`config.mk`:
```
export PLATFORM = sky130hd
export DESIGN_NAME = grp_poll_intc
export DESIGN_NICKNAME = d
export VERILOG_FILES = /design/src/rtl/gpic_pkg.sv /design/src/rtl/gpic_edge_det.sv /design/src/rtl/gpic_req_bank.sv /design/src/rtl/gpic_nmi_fsm.sv /design/src/rtl/grp_poll_intc.sv
export SDC_FILE = /design/constraint.sdc
export NUM_CORES = 1
export LEC_CHECK = 0
export BUFFER_PORTS_ARGS = -buffer_cell sky130_fd_sc_hd__buf_2
export CORE_MARGIN = 2
export CORE_UTILIZATION = 45
export CTS_CLUSTER_DIAMETER = 150
export DETAILED_ROUTE_END_ITERATION = 12
export MAX_ROUTING_LAYER = met4
export PLACE_DENSITY_LB_ADDON = 0.25
export SETUP_SLACK_MARGIN = 0.4
export SYNTH_ARGS = -nofsm -noshare
export SYNTH_HDL_FRONTEND = slang
export SYNTH_SLANG_ARGS = --single-unit
export TNS_END_PERCENT = 100
```
`constraint.sdc`:
```
create_clock -name clk -period 7.8 [get_ports clk]
set_clock_uncertainty 0.15 [all_clocks]
set_input_delay 1.56 -clock clk [delete_from_list [all_inputs] [get_ports clk]]
set_output_delay 1.56 -clock clk [all_outputs]
set_load 0.01 [all_outputs]
```
`src/rtl/gpic_pkg.sv`:
```
package gpic_pkg;
    localparam int DATA_W  = 8;
    localparam int ADDR_W  = 8;
    localparam int NUM_GRP = 3;
    localparam int NMI_W   = 2;
    localparam int SYNC_STAGES = 2;

    localparam logic [ADDR_W-1:0] A_NMI_EN   = 8'h10;
    localparam logic [ADDR_W-1:0] A_IRQ_EN0  = 8'h11;
    localparam logic [ADDR_W-1:0] A_NMI_POLL = 8'h16;
    localparam logic [ADDR_W-1:0] A_SUMMARY  = 8'h17;
    localparam logic [ADDR_W-1:0] A_IRQ_REQ0 = 8'h1C;
    localparam logic [ADDR_W-1:0] A_EDGE_SEL = 8'h1F;

    localparam int ESEL_VSYNC = 0;
    localparam int ESEL_EXT0  = 1;
    localparam int ESEL_EXT1  = 2;
    localparam int SUM_NMI_BIT = 7;

    typedef enum logic [1:0] {
        NMI_IDLE = 2'd0,
        NMI_FIRE = 2'd1,
        NMI_HOLD = 2'd2
    } nmi_state_e;

    function automatic int grp_width(input int g);
        case (g)
            0:       return 5;
            1:       return 5;
            default: return 4;
        endcase
    endfunction
endpackage

```
`src/rtl/gpic_edge_det.sv`:
```
module gpic_edge_det #(
    parameter int STAGES = 2
) (
    input  logic clk,
    input  logic rst_n,
    input  logic pin_i,
    input  logic rise_sel_i,
    output logic ev_o
);
    // sh[STAGES-1] is the newest synchronised sample, sh[STAGES] the one before
    logic [STAGES:0] sh;
    logic cur_s, old_s;

    always_ff @(posedge clk or negedge rst_n) begin
        if (!rst_n) sh <= '0;
        else        sh <= {sh[STAGES-1:0], pin_i};
    end

    assign cur_s = sh[STAGES-1];
    assign old_s = sh[STAGES];
    assign ev_o  = rise_sel_i ? (cur_s & ~old_s) : (~cur_s & old_s);
endmodule

```
`src/rtl/gpic_req_bank.sv`:
```
module gpic_req_bank #(
    parameter int W = 4
) (
    input  logic         clk,
    input  logic         rst_n,
    input  logic [W-1:0] set_i,
    input  logic [W-1:0] clr_i,
    output logic [W-1:0] q_o
);
    always_ff @(posedge clk or negedge rst_n) begin
        if (!rst_n) q_o <= '0;
        else        q_o <= (q_o & ~clr_i) | set_i;
    end

    AST_EVENT_WINS: assert property (@(posedge clk) disable iff (!rst_n)
        (set_i != '0) |=> ((q_o & $past(set_i)) == $past(set_i)));

    AST_DROP_NEEDS_CLEAR: assert property (@(posedge clk) disable iff (!rst_n)
        ((~q_o & $past(q_o) & ~$past(clr_i)) == '0));
endmodule

```
`src/rtl/gpic_nmi_fsm.sv`:
```
module gpic_nmi_fsm
    import gpic_pkg::*;
(
    input  logic clk,
    input  logic rst_n,
    input  logic pend_i,
    output logic nmi_o
);
    nmi_state_e state_q, state_d;

    always_ff @(posedge clk or negedge rst_n) begin
        if (!rst_n) state_q <= NMI_IDLE;
        else        state_q <= state_d;
    end

    always_comb begin
        state_d = state_q;
        unique case (state_q)
            NMI_IDLE: if (pend_i)  state_d = NMI_FIRE;
            NMI_FIRE: state_d = pend_i ? NMI_HOLD : NMI_IDLE;
            NMI_HOLD: if (!pend_i) state_d = NMI_IDLE;
            default:  state_d = NMI_IDLE;
        endcase
    end

    always_comb begin
        nmi_o = (state_q == NMI_FIRE);
    end

    AST_NMI_SINGLE: assert property (@(posedge clk) disable iff (!rst_n)
        nmi_o |=> !nmi_o);

    AST_NMI_CAUSE: assert property (@(posedge clk) disable iff (!rst_n)
        $rose(nmi_o) |-> $past(pend_i));
endmodule

```
`src/rtl/grp_poll_intc.sv`:
```
module grp_poll_intc
    import gpic_pkg::*;
(
    input  logic              clk,
    input  logic              rst_n,
    input  logic [ADDR_W-1:0] bus_addr,
    input  logic [DATA_W-1:0] bus_wdata,
    input  logic              bus_we,
    output logic [DATA_W-1:0] bus_rdata,
    input  logic [4:0]        ser0_evt,
    input  logic [4:0]        ser1_evt,
    input  logic              adc_evt,
    input  logic              timer_evt,
    input  logic              mute_evt,
    input  logic              vsync_pin,
    input  logic              ext0_pin,
    input  logic              ext1_pin,
    output logic              cpu_irq,
    output logic              cpu_nmi
);
    logic [DATA_W-1:0] esel_q;
    logic vsync_ev, ext0_ev, ext1_ev;

    logic [NUM_GRP-1:0][DATA_W-1:0] grp_set, grp_en, grp_req;
    logic [NUM_GRP-1:0] grp_hit, grp_any;
    logic [NMI_W-1:0] nmi_en_q, nmi_req, nmi_set, nmi_clr;
    logic nmi_any, nmi_pend, irq_any;
    logic [DATA_W-1:0] summary;

    // edge-select register, all rising after reset
    always_ff @(posedge clk or negedge rst_n) begin
        if (!rst_n)                               esel_q <= '1;
        else if (bus_we && bus_addr == A_EDGE_SEL) esel_q <= bus_wdata;
    end

    gpic_edge_det #(.STAGES(SYNC_STAGES)) u_vsync (
        .clk(clk), .rst_n(rst_n), .pin_i(vsync_pin),
        .rise_sel_i(esel_q[ESEL_VSYNC]), .ev_o(vsync_ev));
    gpic_edge_det #(.STAGES(SYNC_STAGES)) u_ext0 (
        .clk(clk), .rst_n(rst_n), .pin_i(ext0_pin),
        .rise_sel_i(esel_q[ESEL_EXT0]), .ev_o(ext0_ev));
    gpic_edge_det #(.STAGES(SYNC_STAGES)) u_ext1 (
        .clk(clk), .rst_n(rst_n), .pin_i(ext1_pin),
        .rise_sel_i(esel_q[ESEL_EXT1]), .ev_o(ext1_ev));

    // source to request-bit mapping
    always_comb begin
        grp_set = '0;
        grp_set[0][4:0] = ser0_evt;
        grp_set[1][4:0] = ser1_evt;
        grp_set[2][3:0] = {timer_evt, ext1_ev, vsync_ev, adc_evt};
    end

    for (genvar g = 0; g < NUM_GRP; g++) begin : g_grp
        localparam int W = grp_width(g);
        localparam logic [ADDR_W-1:0] EN_ADDR  = A_IRQ_EN0 + ADDR_W'(g);
        localparam logic [ADDR_W-1:0] REQ_ADDR = A_IRQ_REQ0 + ADDR_W'(g);

        logic [W-1:0] en_q, req_q, clr;

        assign clr = (bus_we && bus_addr == REQ_ADDR) ? bus_wdata[W-1:0] : '0;

        gpic_req_bank #(.W(W)) u_bank (
            .clk(clk), .rst_n(rst_n),
            .set_i(grp_set[g][W-1:0]), .clr_i(clr), .q_o(req_q));

        always_ff @(posedge clk or negedge rst_n) begin
            if (!rst_n)                             en_q <= '0;
            else if (bus_we && bus_addr == EN_ADDR) en_q <= bus_wdata[W-1:0];
        end

        assign grp_en[g]  = DATA_W'(en_q);
        assign grp_req[g] = DATA_W'(req_q);
        assign grp_hit[g] = |(req_q & en_q);
        assign grp_any[g] = |req_q;

        AST_SUMMARY_DROP: assert property (@(posedge clk) disable iff (!rst_n)
            $fell(grp_any[g]) |-> $past(bus_we && bus_addr == REQ_ADDR));
    end

    // NMI group
    assign nmi_set = {mute_evt, ext0_ev};
    assign nmi_clr = (bus_we && bus_addr == A_NMI_POLL) ? bus_wdata[NMI_W-1:0] : '0;

    gpic_req_bank #(.W(NMI_W)) u_nmi_bank (
        .clk(clk), .rst_n(rst_n), .set_i(nmi_set), .clr_i(nmi_clr), .q_o(nmi_req));

    always_ff @(posedge clk or negedge rst_n) begin
        if (!rst_n)                              nmi_en_q <= '0;
        else if (bus_we && bus_addr == A_NMI_EN) nmi_en_q <= bus_wdata[NMI_W-1:0];
    end

    assign nmi_any  = |nmi_req;
    assign nmi_pend = |(nmi_req & nmi_en_q);

    gpic_nmi_fsm u_nmi_fsm (
        .clk(clk), .rst_n(rst_n), .pend_i(nmi_pend), .nmi_o(cpu_nmi));

    // maskable request output
    assign irq_any = |grp_hit;

    always_ff @(posedge clk or negedge rst_n) begin
        if (!rst_n) cpu_irq <= 1'b0;
        else        cpu_irq <= irq_any;
    end

    AST_IRQ_TRACKS: assert property (@(posedge clk) disable iff (!rst_n)
        cpu_irq == $past(irq_any));

    // poll summary
    always_comb begin
        summary = '0;
        summary[NUM_GRP-1:0] = grp_any;
        summary[SUM_NMI_BIT] = nmi_any;
    end

    // read mux
    always_comb begin
        bus_rdata = '0;
        if (bus_addr == A_NMI_EN)        bus_rdata = DATA_W'(nmi_en_q);
        else if (bus_addr == A_NMI_POLL) bus_rdata = DATA_W'(nmi_req);
        else if (bus_addr == A_SUMMARY)  bus_rdata = summary;
        else if (bus_addr == A_EDGE_SEL) bus_rdata = esel_q;
        for (int g = 0; g < NUM_GRP; g++) begin
            if (bus_addr == A_IRQ_EN0 + ADDR_W'(g))  bus_rdata = grp_en[g];
            if (bus_addr == A_IRQ_REQ0 + ADDR_W'(g)) bus_rdata = grp_req[g];
        end
    end
endmodule

```
==> insert_results.sql <==
INSERT INTO impl_metrics (metric_group, metric, value, unit) VALUES
('floorplan', 'fp.dieArea', '0.00650', 'mm2'),
('drt', 'route.antenna.remaining_nets', '0', ''),
('logic_synthesis', 'netlist_area', '0.00264', 'mm2'),
('drt', 'routed_wirelength', '6260', 'um'),
('clock_network', 'worst_case_clock_buffer_depth', '2', ''),
('floorplan', 'fp.coreArea', '0.00557', 'mm2'),
('global_route', 'met2_usage', '33.8', '%'),
('logic_synthesis', 'synth_area_per_cell', '10.9', 'um2'),
('timing', 'finalSetupTns', '0', 'ns'),
('clock_network', 'tritoncts', 'yes', ''),
('job', 'max_cap_viol_count', '0', ''),
('floorplan', 'total_number_of_placement_rows', '27', ''),
('timing', 'clock.fmax', '0.182', 'GHz'),
('min_path', 'count_of_cells_along_the_worst_hold_path', '0', ''),
('logic_synthesis', 'synth-edff-count', '0', ''),
('outcome', 'status', 'complete, no violations', ''),
('floorplan', 'start_util', '47.4', '%'),
('critical_path', 'r2r_setup_slack', '6.40', 'ns'),
('global_route', 'global_routing_met1_resource_utilization', '29.4', '%'),
('critical_path', 'worstPathMaxFanout', '16', ''),
('drt', 'route.detailed.vias_per_inst', '6.02', ''),
('place', 'globalplace.congestion', '0.946', ''),
('critical_path', 'setup.worst_path.class', 'input port to primary output', ''),
('power_and_ir_drop', 'design_power_total', '0.490', 'mW'),
('place', 'placedInstanceArea', '0.00289', 'mm2'),
('critical_path', 'worstPathRequired', '6.09', 'ns'),
('global_route', 'pin_count_of_the_biggest_net_entering_global_routing', '53', ''),
('logic_synthesis', 'post_synth_num_cell_types', '51', ''),
('critical_path', 'r2r_cells', '4', ''),
('place', 'dp.final_hpwl', '4500', 'um'),
('timing', 'finalMaxSlewViolations', '0', ''),
('place', 'detailedPlace.worstSlack', '2.31', 'ns'),
('clock_network', 'clk_pin_slew', '0.09', 'ns'),
('logic_synthesis', 'synth-seq-cells', '52', ''),
('logic_synthesis', 'synth_area_leader_cell', 'sky130_fd_sc_hd__dfrtp_1', ''),
('clock_network', 'cts_resized', '0', ''),
('global_route', 'via_count_of_the_first_global_routing_pass', '2189', ''),
('power_and_ir_drop', 'ir_worst_vdd', '0.000102', 'V'),
('clock_network', 'hold_buffers', '0', ''),
('final_layout', 'fillerInstances', '530', ''),
('timing', 'total_setup_violations_reported_at_the_end_of_the_flow', '0', ''),
('logic_synthesis', 'synth_fp_nets', '278', ''),
('logic_synthesis', 'synth_warnings', '0', ''),
('drt', 'wire_per_inst', '17.6', 'um'),
('critical_path', 'crit_path_frequent_cell', 'sky130_fd_sc_hd__buf_2', ''),
('final_layout', 'syn2layout_area_growth', '12.5', '%'),
('critical_path', 'timing.critical_path.from_type', 'input port', ''),
('drt', 'via_count', '2137', ''),
('clock_network', 'post_cts_buffers', '0', ''),
('global_route', 'grt-busiest-layer', 'met2', ''),
('clock_network', 'clk_latency_worst_skew_pair', '0.31', 'ns'),
('floorplan', 'die_x', '80.7', 'um'),
('final_layout', 'antennaDiodeCount', '0', ''),
('place', 'port-buffer-count', '44', ''),
('final_layout', 'fraction_of_layout_cells_with_a_size_suffix_above_1', '33.2', '%'),
('place', 'placedCellCount', '347', ''),
('clock_network', 'cts_sinks', '52', ''),
('floorplan', 'number_of_top_level_design_ports', '45', ''),
('clock_network', 'clk_root_buffer_cell', 'sky130_fd_sc_hd__clkbuf_8', ''),
('clock_network', 'cts_htree_levels', '2', ''),
('power_and_ir_drop', 'power.leakage', '1.25', 'nW'),
('logic_synthesis', 'synth_top_cells_by_area', 'sky130_fd_sc_hd__dfrtp_1 (42%), sky130_fd_sc_hd__mux2_2 (11%), sky130_fd_sc_hd__dfstp_2 (8.0%)', ''),
('floorplan', 'floorplan.die.height', '80.7', 'um'),
('timing', 'unrepaired_setup_endpoints_after_global_routing', 'no', ''),
('critical_path', 'end_kind', 'primary output', ''),
('final_layout', 'instances_no_fill', '355', ''),
('drt', 'drcViolationCount', '0', ''),
('critical_path', 'critPathSlowestCell', 'sky130_fd_sc_hd__or4b_1', ''),
('timing', 'worst_slew_pin_slew', '0.792', 'ns'),
('drt', 'drt_iter0_markers', '195', ''),
('logic_synthesis', 'synthesis.instances', '243', '');
## cell type report
type,instances,area [um2],share of cell area [%]
clock inverter,2,12.5,0.421
sequential,52,1310,44.1
multi-input combinational,176,1250,42.1
inverter,2,7.51,0.252
tap,72,90.1,3.03
timing repair buffer,45,228,7.65
clock buffer,6,72.6,2.44
## routing by layer
metal / part of all wire (%) / vias to the layer above
li1: - / 988
met1: 44 / 1033
met2: 46 / 98
met4: 2.8 / 0
met5: 0 / -
met3: 7.2 / 18
## cells in the mapped netlist (2+ instances only)
cell type,number
sky130_fd_sc_hd__mux2_2,25
sky130_fd_sc_hd__o21ai_0,8
sky130_fd_sc_hd__nand3_1,12
sky130_fd_sc_hd__dfrtp_1,44
sky130_fd_sc_hd__dfstp_2,8
sky130_fd_sc_hd__a21o_1,13
sky130_fd_sc_hd__nor3_1,6
sky130_fd_sc_hd__buf_6,2
sky130_fd_sc_hd__mux2i_1,2
sky130_fd_sc_hd__nor3_2,2
sky130_fd_sc_hd__nor2_1,9
sky130_fd_sc_hd__a211oi_1,2
sky130_fd_sc_hd__nor2b_1,6
sky130_fd_sc_hd__nor4_1,2
sky130_fd_sc_hd__nand2_1,27
sky130_fd_sc_hd__or4_1,2
sky130_fd_sc_hd__a22o_1,2
sky130_fd_sc_hd__clkbuf_1,4
sky130_fd_sc_hd__a22oi_1,8
sky130_fd_sc_hd__a221o_1,4
sky130_fd_sc_hd__or3_1,2
sky130_fd_sc_hd__a221oi_1,2
sky130_fd_sc_hd__and2_1,3
sky130_fd_sc_hd__buf_2,6
sky130_fd_sc_hd__o32ai_1,2
sky130_fd_sc_hd__a21oi_1,7
sky130_fd_sc_hd__o22ai_1,3
sky130_fd_sc_hd__and3_1,2
sky130_fd_sc_hd__nand4_1,4
sky130_fd_sc_hd__o22a_1,2
sky130_fd_sc_hd__inv_1,2
## power breakdown
part / switching, mW / internal (mW)
combinational: 0.0318 / 0.0218
clock: 0.0851 / 0.0628
sequential: 0.00703 / 0.282
## flip-flops by register name, summed over array words and instances (netlist names)
register	cells
cpu_irq	1
esel_q	8
g_grp.en_q	14
g_grp.u_bank.q_o	14
nmi_en_q	2
u_ext0.sh	3
u_ext1.sh	3
u_nmi_bank.q_o	2
u_nmi_fsm.state_q	2
u_vsync.sh	3
## worst max-delay path: cells and delay by family
family / cells / cell delay (ns)
AOI/OAI and AO/OA: 2 / 0.39
and+or+nand+nor: 3 / 1.58
buffers and inverters: 2 / 0.23
## cells by family (layout without fill, tap and decap cells)
group	count (synthesis)	in the layout	share of synthesized area, %
mux	27	27	11.4
simple gates	89	89	19.5
flops	52	52	49.6
compound gates	59	59	16.2
buf+inv	15	55	2.98
xor+xnor	1	1	0.331
## final timing paths
check / end / start
setup reg to reg: cpu_irq / g_grp[2].u_bank.q_o[0]
max in group asynchronous: g_grp[2].u_bank.q_o[1] / rst_n
min in group asynchronous: u_nmi_fsm.state_q[0] / rst_n
hold reg to reg: u_ext1.sh[1] / u_ext1.sh[0]
hold / removal: u_ext1.sh[1] / u_ext1.sh[0]
setup / recovery: bus_rdata[2] / bus_addr[5]
Power figures use the tool's default switching activity.
